<file path="src/rtl/nand_seq_pkg.sv">
package nand_seq_pkg;
  typedef enum logic [1:0] {OP_READ = 2'd0, OP_PROG = 2'd1, OP_ERASE = 2'd2} op_e;

  localparam logic [7:0] CMD_READ  = 8'h00;
  localparam logic [7:0] CMD_RCONF = 8'h30;
  localparam logic [7:0] CMD_DIN   = 8'h80;
  localparam logic [7:0] CMD_PROG  = 8'h10;
  localparam logic [7:0] CMD_ESET  = 8'h60;
  localparam logic [7:0] CMD_ECONF = 8'hD0;
  localparam logic [7:0] CMD_STAT  = 8'h70;

  typedef enum logic [3:0] {
    S_IDLE, S_RDY0, S_CMD1, S_ADDR, S_CMD2, S_CMD3, S_WFIN,
    S_WGET, S_WPUT, S_RWAIT, S_RGET, S_RLAT, S_ROUT, S_END
  } st_e;
endpackage

</file>
<file path="src/rtl/nand_addr_gen.sv">
module nand_addr_gen #(
  parameter int POS_W      = 32,
  parameter int PG_MIN_LOG = 9
) (
  input  logic [POS_W-1:0] pos,
  input  logic             erase,
  input  logic             spare,
  input  logic [1:0]       pg_sel,
  input  logic             bus16,
  input  logic             five,
  output logic [4:0][7:0]  abyte,
  output logic [2:0]       naddr
);
  logic [4:0]       sh;
  logic [15:0]      col;
  logic [POS_W-1:0] row;
  logic [POS_W-1:0] ebase;

  always_comb begin
    sh    = 5'(PG_MIN_LOG) + {3'b000, pg_sel};
    col   = spare ? (16'd1 << sh) : 16'd0;
    if (bus16) col = col >> 1;
    row   = pos >> sh;
    ebase = pos << (sh + 5'd6);
    if (erase) begin
      abyte = {8'h00, 8'h00, ebase[23:16], ebase[15:8], ebase[7:0]};
      naddr = 3'd3;
    end else begin
      abyte = {row[23:16], row[15:8], row[7:0], col[15:8], col[7:0]};
      naddr = five ? 3'd5 : 3'd4;
    end
  end
endmodule

</file>
<file path="src/rtl/nand_rb_wait.sv">
module nand_rb_wait #(
  parameter int TMO_W = 16
) (
  input  logic             clk,
  input  logic             rst,
  input  logic             run,
  input  logic             rb,
  input  logic [TMO_W-1:0] lim,
  output logic             ok,
  output logic             expire
);
  logic [TMO_W-1:0] cnt;

  always_ff @(posedge clk) begin
    if (rst || !run) cnt <= '0;
    else             cnt <= cnt + 1'b1;
  end

  assign ok     = run & rb;
  assign expire = run & ~rb & (cnt == lim);
endmodule

</file>
<file path="src/rtl/nand_seq.sv">
module nand_seq
  import nand_seq_pkg::*;
#(
  parameter int POS_W      = 32,
  parameter int LEN_W      = 16,
  parameter int TMO_W      = 16,
  parameter int PG_MIN_LOG = 9
) (
  input  logic             clk,
  input  logic             rst,
  input  logic             start,
  input  logic [1:0]       op,
  input  logic [POS_W-1:0] pos,
  input  logic [LEN_W-1:0] len,
  input  logic             spare,
  input  logic [1:0]       pg_sel,
  input  logic             bus16,
  input  logic             five_cyc,
  input  logic [TMO_W-1:0] tmo_lim,
  output logic             busy,
  output logic             done,
  output logic             err,
  input  logic             wr_valid,
  input  logic [7:0]       wr_data,
  output logic             wr_ready,
  output logic             rd_valid,
  output logic [7:0]       rd_data,
  input  logic             rd_ready,
  output logic             nf_ce,
  output logic             nf_cle,
  output logic             nf_ale,
  output logic             nf_we,
  output logic             nf_re,
  output logic             nf_oe,
  output logic [15:0]      nf_dq_o,
  input  logic [15:0]      nf_dq_i,
  input  logic             nf_rb
);
  st_e              st;
  op_e              op_r;
  logic             b16_r, bsel;
  logic [4:0][7:0]  ab_n, ab_r;
  logic [2:0]       na_n, na_r, aidx;
  logic [LEN_W-1:0] rem;
  logic [15:0]      wbuf, rbuf;
  logic [TMO_W-1:0] lim_r;
  logic             wait_run, rdy_ok, rdy_exp;

  nand_addr_gen #(.POS_W(POS_W), .PG_MIN_LOG(PG_MIN_LOG)) u_addr (
    .pos(pos), .erase(op == OP_ERASE), .spare(spare), .pg_sel(pg_sel),
    .bus16(bus16), .five(five_cyc), .abyte(ab_n), .naddr(na_n)
  );

  assign wait_run = (st == S_RDY0) || (st == S_WFIN) || (st == S_RWAIT);

  nand_rb_wait #(.TMO_W(TMO_W)) u_wait (
    .clk(clk), .rst(rst), .run(wait_run), .rb(nf_rb), .lim(lim_r),
    .ok(rdy_ok), .expire(rdy_exp)
  );

  assign busy     = (st != S_IDLE);
  assign wr_ready = (st == S_WGET);
  assign rd_valid = (st == S_ROUT);
  assign rd_data  = bsel ? rbuf[15:8] : rbuf[7:0];

  always_ff @(posedge clk) begin
    if (rst) begin
      st <= S_IDLE;  op_r <= OP_READ;  b16_r <= 1'b0;  bsel <= 1'b0;
      ab_r <= '0;  na_r <= '0;  aidx <= '0;  rem <= '0;
      wbuf <= '0;  rbuf <= '0;  lim_r <= '0;
      nf_ce <= 1'b0;  nf_cle <= 1'b0;  nf_ale <= 1'b0;  nf_we <= 1'b0;
      nf_re <= 1'b0;  nf_oe <= 1'b0;  nf_dq_o <= '0;
      done <= 1'b0;  err <= 1'b0;
    end else begin
      nf_cle <= 1'b0;  nf_ale <= 1'b0;  nf_we <= 1'b0;  nf_re <= 1'b0;
      nf_oe <= 1'b0;  done <= 1'b0;  err <= 1'b0;
      case (st)
        S_IDLE: if (start) begin
          op_r <= op_e'(op);  b16_r <= bus16;  ab_r <= ab_n;  na_r <= na_n;
          rem <= len;  lim_r <= tmo_lim;
          if (op != OP_ERASE && len == '0) done <= 1'b1;
          else begin nf_ce <= 1'b1; st <= S_RDY0; end
        end
        S_RDY0, S_WFIN, S_RWAIT: begin
          if (rdy_ok) begin
            if (st == S_RDY0)      st <= S_CMD1;
            else if (st == S_WFIN) st <= S_END;
            else                   st <= S_RGET;
          end else if (rdy_exp) begin
            nf_ce <= 1'b0;  err <= 1'b1;  done <= 1'b1;  st <= S_IDLE;
          end
        end
        S_CMD1: begin
          nf_cle <= 1'b1;  nf_we <= 1'b1;  nf_oe <= 1'b1;
          nf_dq_o <= {8'h00, (op_r == OP_PROG) ? CMD_DIN :
                             (op_r == OP_ERASE) ? CMD_ESET : CMD_READ};
          aidx <= '0;  st <= S_ADDR;
        end
        S_ADDR: begin
          nf_ale <= 1'b1;  nf_we <= 1'b1;  nf_oe <= 1'b1;
          nf_dq_o <= {8'h00, ab_r[aidx]};
          aidx <= aidx + 1'b1;  bsel <= 1'b0;
          if (aidx == na_r - 1'b1) st <= (op_r == OP_PROG) ? S_WGET : S_CMD2;
        end
        S_WGET: if (wr_valid) begin
          rem <= rem - 1'b1;
          if (!b16_r) begin
            wbuf <= {8'h00, wr_data};  st <= S_WPUT;
          end else if (!bsel) begin
            wbuf <= {8'h00, wr_data};
            if (rem == 1) st <= S_WPUT;
            else          bsel <= 1'b1;
          end else begin
            wbuf[15:8] <= wr_data;  bsel <= 1'b0;  st <= S_WPUT;
          end
        end
        S_WPUT: begin
          nf_we <= 1'b1;  nf_oe <= 1'b1;  nf_dq_o <= wbuf;
          st <= (rem == '0) ? S_CMD2 : S_WGET;
        end
        S_CMD2: begin
          nf_cle <= 1'b1;  nf_we <= 1'b1;  nf_oe <= 1'b1;
          case (op_r)
            OP_PROG:  begin nf_dq_o <= {8'h00, CMD_PROG};  st <= S_WFIN;  end
            OP_ERASE: begin nf_dq_o <= {8'h00, CMD_ECONF}; st <= S_CMD3;  end
            default:  begin nf_dq_o <= {8'h00, CMD_RCONF}; st <= S_RWAIT; end
          endcase
        end
        S_CMD3: begin
          nf_cle <= 1'b1;  nf_we <= 1'b1;  nf_oe <= 1'b1;
          nf_dq_o <= {8'h00, CMD_STAT};  st <= S_WFIN;
        end
        S_RGET: begin nf_re <= 1'b1;  st <= S_RLAT; end
        S_RLAT: begin rbuf <= nf_dq_i;  bsel <= 1'b0;  st <= S_ROUT; end
        S_ROUT: if (rd_ready) begin
          rem <= rem - 1'b1;
          if (rem == 1)             st <= S_END;
          else if (b16_r && !bsel) bsel <= 1'b1;
          else                      st <= S_RWAIT;
        end
        S_END: begin nf_ce <= 1'b0;  done <= 1'b1;  st <= S_IDLE; end
        default: st <= S_IDLE;
      endcase
    end
  end
endmodule

</file>
<file path="config.mk">
export PLATFORM = sky130hd
export DESIGN_NAME = nand_seq
export DESIGN_NICKNAME = d
export VERILOG_FILES = /design/src/rtl/nand_seq_pkg.sv /design/src/rtl/nand_addr_gen.sv /design/src/rtl/nand_rb_wait.sv /design/src/rtl/nand_seq.sv
export SDC_FILE = /design/constraint.sdc
export NUM_CORES = 1
export LEC_CHECK = 0
export BUFFER_PORTS_ARGS = -buffer_cell sky130_fd_sc_hd__buf_2
export CORE_MARGIN = 4
export CORE_UTILIZATION = 60
export CTS_CLUSTER_DIAMETER = 30
export DETAILED_ROUTE_END_ITERATION = 7
export GPL_TIMING_DRIVEN = 0
export PLACE_DENSITY = 0.84
export SYNTH_ARGS = -nofsm -noshare
export SYNTH_HDL_FRONTEND = slang
export SYNTH_SLANG_ARGS = --single-unit
</file>
<file path="constraint.sdc">
create_clock -name clk -period 9.3 [get_ports clk]
set_input_delay 0.93 -clock clk [delete_from_list [all_inputs] [get_ports clk]]
set_output_delay 0.93 -clock clk [all_outputs]
set_load 0.1 [all_outputs]
</file>
# Word level (Yosys, flattened, before mapping)
# Cells that the tools add are included.
dict set report totals {
  word_cells 162
  register_bits 157
  output_inout_bits 35
  in_bits 101
}
dict set report classes {
  n_shift 3
  addsub 6
  n_lt_le_gt_ge 1
  bitwise 5
  eq_ne 34
  n_reduce_logical 28
  n_mux 60
}
# operator n
set ops {}
lappend ops {{$mux W16} 6}
lappend ops {{$pmux W16 S5} 1}
lappend ops {{$mux W4} 13}
lappend ops {{$pmux W16 S3} 1}
lappend ops {{$pmux W4 S11} 1}
lappend ops {{$mux W40} 1}
lappend ops {{$mux W8} 5}
lappend ops {{$logic_not A16 Y1} 2}
lappend ops {{$shl A32 B5 Y24} 1}
lappend ops {{$shr A32 B5 Y24} 1}
lappend ops {{$bmux W8 S3} 1}
lappend ops {{$eq A4 B4 Y1 const B} 6}
lappend ops {{$mux W1} 20}
lappend ops {{$ne A2 B2 Y1 const B} 9}
lappend ops {{$add A16 B1 Y16 const B} 1}
lappend ops {{$eq A16 B1 Y1 const B} 1}
lappend ops {{$eq A16 B16 Y1} 1}
lappend ops {{$eq A4 B3 Y1 const B} 4}
lappend ops {{$pmux W8 S2} 1}
lappend ops {{$shl A1 B5 Y16 const A} 1}
lappend ops {{$sub A16 B1 Y16 const B} 1}
lappend ops {{$pmux W1 S3} 3}
lappend ops {{$reduce_bool A3 Y1} 3}
lappend ops {{$eq A4 B2 Y1 const B} 2}
lappend ops {{other kinds (35)} 51}

# Logic depth before layout (Yosys ltp)
dict set report depth {
  depth_word 8
  mapped_depth 14
  depth_no_buf 8
}

# Hierarchy
# A second synthesis with hierarchy kept.
dict set report unflattened {
  hier_cells 1143
  hier_area_um2 9155.0
}
# module seq_area_each_um2 cells_per_inst instances area_per_inst_um2
set modules_own_cells {}
lappend modules_own_cells {nand_seq 2822.7 848 1 6681.4}
lappend modules_own_cells {nand_addr_gen 0.0 193 1 1555.2}
lappend modules_own_cells {nand_rb_wait 320.3 102 1 918.4}

# Worst setup path before layout
# Ideal clock, no wire load.
dict set report synth_path {
  kind {input-to-reg}
  from {in pg_sel[0]}
  to {reg ab_r[20] (netlist name)}
  path_stages 14
  path_slack_ns 5.597
  setup_ns 0.128
  required_ns 9.172
  path_buffers 6
  t_arrival_ns 3.575
  cell_sequence {buf_2 buf_6 buf_4 buf_4 inv_1 buf_2 ha_1 clkbuf_1 mux4_2 mux2_2 a22oi_1 nor2_1 a221oi_2 nor2_1}
}
dict set report synth_via {
  elab_chain_len 4
  word_cells_on_any_way 5
  cone_classes {add/sub (2); shift (2); mux (1)}
}
# item line
set synth_lines {}
lappend synth_lines {{start: declaration} nand_seq.sv:16} ;# input logic [1:0] pg_sel,
lappend synth_lines {{$add A4 B2 Y5 *} nand_addr_gen.sv:20} ;# sh = 5'(PG_MIN_LOG) + {3'b000, pg_sel};
lappend synth_lines {{$add A5 B3 Y5} nand_addr_gen.sv:24} ;# ebase = pos << (sh + 5'd6);
lappend synth_lines {{$shl A32 B5 Y24} nand_addr_gen.sv:24}
lappend synth_lines {{$mux W40 *} nand_addr_gen.sv:25} ;# if (erase) begin
lappend synth_lines {{end signal: assignment} nand_seq.sv:79} ;# op_r <= op_e'(op); b16_r <= bus16; ab_r <= ab_n; na_r <= na_n;
lappend synth_lines {{end: declaration} nand_seq.sv:42} ;# logic [4:0][7:0] ab_n, ab_r;
# Every way passes the cells marked *; elsewhere a longest branch is shown, timed or not.
# A chain may end at the register's enable or synchronous reset.

# Final worst setup path
dict set report layout_path {
  from {in pg_sel[0]}
  to {reg ab_r[23] (netlist name)}
}
# The elaborated chain is that of the path after synthesis.

==> summary.md <==
| Metric | Value |
|---|---|
| Gr ovfl total | 0 |
| # DRC | 0 |
| Cell Area, Placed | 0.00957 mm² |
| Post-DR wirelength/cell | 18.0 µm |
| N_diodes | 0 |
| Top post-synthesis cells by area | dfxtp_1 36%, nand2_1 7.2%, nor2_1 6.5% |
| Post-synth EDFFs | 0 |
| Via/cell ratio | 6.20 |
| Die area | 0.0165 mm² |
| Fmax | 0.255 GHz |
| Hold Path Origin | wbuf[15]$_SDFFE_PP0P_ |
| Cell Area, Synth | 0.00868 mm² |
| Layout cells sized above 1 | 20.3% |
| XOR/XNOR Fraction of Synth Area | 3.49% |
| Row cnt | 43 |
| CP arrival | 4220 ps |
| Post-Syn Nets | 1192 |
| Simple logic cell fraction of the synthesized area | 23.1% |
| Layer with the highest usage | met2 |
| Post-Synthesis Cells | 1073 |
| Sequential area share after synthesis | 36.0% |
| Clock sinks | 156 |
| Postcts setup bufs | 0 |
| Setup TNS | 0 ps |
| R2r startpoint | st[0]$_SDFFE_PP0P_ |
| Clock skew | 6.91 ps |
| 1st-iter DRT viols | 1036 |
| CTS max path bufs | 2 |
| CTS root buffer | clkbuf_16 |
| TritonCTS Buffers | 17 |
| Largest family of logic cells by synthesized area | simple AND/OR/NAND/NOR gates |
| Top cell by count, worst path | buf_2 |
| Port Buf Inserts | 134 |
| Yosys warns | 0 |
| Synthesized flop and latch total | 156 |
| Rel. slew slack | 51.1% |
| Final net count | 1345 |
| H-tree Lvls | 4 |
| Number of global-route vias before repair | 8143 |
| Ports | 136 |
| Crit-path cells | buf_2 > buf_2 > buf_6 > buf_4 > buf_4 > inv_1 > buf_2 > ha_1 > clkbuf_1 > mux4_2 > mux2_2 > a32oi_1 > nor2_1 > a221oi_2 > nor2_1 |
| Slowest-stage cell, CP | mux4_2 |
| Design Area, Final | 0.0102 mm² |
| Filler Cell Count | 1137 |
| Post-CTS resize count | 0 |
| Data required time of the critical path | 9600 ps |
| Clk_lat worst skew | 430 ps |
| Predominant post-synthesis flop cell | dfxtp_1 |
| Core area | 0.0140 mm² |
| Endpoints failing setup | 0 |
| Synthesis-to-finish area growth | 17.5% |
| Hold bufs inserted after CTS | 0 |
| Final Slew Violations | 0 |
| Initial core utilization | 61.8% |
| Count of different cell masters after synthesis | 79 |
| CP startpoint | pg_sel[0] |
| Min Tclk post-route | 3930 ps |
| Top cell type by total area after synthesis | dfxtp_1 |
| Period utilization | 42.2% |
| Synth async-reset ratio | 0% |
| Initial antenna violation count | 0 |
| Hold WC Path Type | flop to flop |
| Largest net degree at the start of global routing | 17 |
| Clk pin slew, worst setup/hold paths | 60 ps |
| Mux share of post-synthesis cell area | 10.7% |
| Critical path endpoint category | flop |
| Worst-margin pin slew | 734 ps |
| Drt total wl | 25500 µm |
| Met1 usage | 41.3% |
| Met2 usage | 48.0% |
| Total track usage | 30.6% |
| GR Layer Usage met3 | 6.58% |
| Crit-path max FO | 13 |
| PwrDens | 250 mW/mm² |
| Vias | 8795 |
| CP startpoint kind | primary input |
| Total of max-cap violations | 0 |
| Outcome | finished, final reports clean |
| Worst stage delay on the critical path | 430 ps |
| First-pass GRT wire length | 40500 µm |
| Routed Antenna Nets | 0 |
| Endpoints failing hold | 0 |
| Post-synthesis compound-gate area fraction | 19.2% |
| Unrepaired setup endpoints after global routing | false |
| Adder-Cell Fraction of Synth Area | 2.60% |
| Die W | 128 µm |
| CTS tree | done |
| CP bufs+invs | 8 |
| CP delay by family, top | buffers and inverters |
| DRT Pass-1 Iters | 7 |
| Dpl hpwl | 18500 µm |
| Routability cong. | 0.989 |
| P_leak | 4.14 nW |
| WHS | 453 ps |
| Maximum VDD drop | 0.000148 V |
| Syn Area/Cell | 8.09 µm² |
| Die height | 128 µm |
| CP Class | primary input to flop |
| Synth top area share | 36.0% |
==> cell usage in the layout, fill, tap and decap left out, drive strengths merged, types with 17 or more instances in the layout <==
| master | n |
|---|---|
| a21oi | 92 |
| a22oi | 28 |
| and3 | 18 |
| buf | 176 |
| clkbuf | 59 |
| dfxtp | 156 |
| ha | 18 |
| inv | 17 |
| mux2 | 19 |
| mux2i | 44 |
| nand2 | 166 |
| nand3 | 23 |
| nor2 | 151 |
| nor3 | 22 |
| o21ai | 40 |
| xnor2 | 23 |
==> synthesized netlist by cell type (all sizes together) (5+ instances only) <==
| cell type | count |
|---|---|
| o21ai | 40 |
| a22oi | 28 |
| a31oi | 6 |
| dfxtp | 156 |
| and3 | 18 |
| a32oi | 15 |
| mux2i | 44 |
| xor2 | 9 |
| xnor2 | 23 |
| buf | 42 |
| nand2b | 15 |
| nor3 | 22 |
| a221oi | 9 |
| inv | 16 |
| nor2b | 6 |
| mux4 | 12 |
| a2bb2oi | 5 |
| ha | 18 |
| clkbuf | 36 |
| a211oi | 7 |
| nand2 | 166 |
| and2 | 5 |
| nor4 | 10 |
| nand3 | 23 |
| nor2 | 151 |
| mux2 | 19 |
| a21oi | 92 |
| o22ai | 6 |
| nand4 | 12 |
==> registers in the layout (all words and copies together), names as in the netlist, 3 cells and up <==
| name | count |
|---|---|
| ab_r | 39 |
| aidx | 3 |
| lim_r | 16 |
| na_r | 3 |
| nf_dq_o | 16 |
| rbuf | 16 |
| rem | 16 |
| st | 4 |
| u_wait.cnt | 16 |
| wbuf | 16 |
==> kinds of logic (layout without fill, tap and decap cells) <==
group / after synthesis / after routing
and+or+nand+nor: 446 / 446
AOI/OAI and AO/OA: 250 / 250
DFF: 156 / 156
buffers and inverters: 95 / 261
muxes: 75 / 75
xor gates and xnor gates: 33 / 33
adders and majority gates: 18 / 18
==> cell type report <==
type | instances | area (µm²) | area share (%)
repair buffers | 134 | 671 | 6.58
flip-flops and latches | 156 | 3120 | 30.6
well taps | 180 | 225 | 2.21
clock buffers | 23 | 488 | 4.79
inverters | 17 | 63.8 | 0.626
clock inverters | 9 | 134 | 1.31
multi-input cells | 822 | 5130 | 50.3
plain buffers | 78 | 364 | 3.57
==> metal layers <==
layer,vias to the layer above,routed length (µm)
li1,4124,-
met4,0,669
met5,-,0
met2,508,11800
met1,4094,10500
met3,69,2550
==> stage by stage <==
| stage | instances | power (mW) | setup WS [ps] | util (%) |
|---|---|---|---|---|
| final | 1419 | 2.55 | 5370 | 72.6 |
| after global placement | 1387 | 1.78 | 5010 | 68.2 |
| after detailed placement | 1387 | 1.79 | 4970 | 68.2 |
| after global routing | 1419 | 2.67 | 5160 | 72.6 |
| after floorplan | 1073 | 1.55 | 5600 | - |
| after CTS | 1419 | 2.52 | 5400 | 72.6 |
==> path summary, 6_finish.rpt <==
check	endpoint	cells after the start	slack (ps)
max reg2reg	rem[5]$_SDFFE_PP0P_	7	6960
min	wbuf[15]$_SDFFE_PP0P_	2	450
min reg2reg	wbuf[15]$_SDFFE_PP0P_	2	450
max	ab_r[23]$_SDFFE_PP0P_	15	5370
==> worst min-delay path, stage by stage, from the launching register on <==
cell	delay [ps]
dfxtp_1	310
nand2_1	50
a21oi_1	50
==> where the power goes <==
part           switching [mW]  total [mW]  leakage (nW)  internal, mW
Combinational           0.669       0.982          2.58         0.313
Sequential             0.0775       0.836          1.27         0.759
Clock                   0.284       0.735         0.292         0.451
No activity file was read; power rests on OpenSTA's default activity.
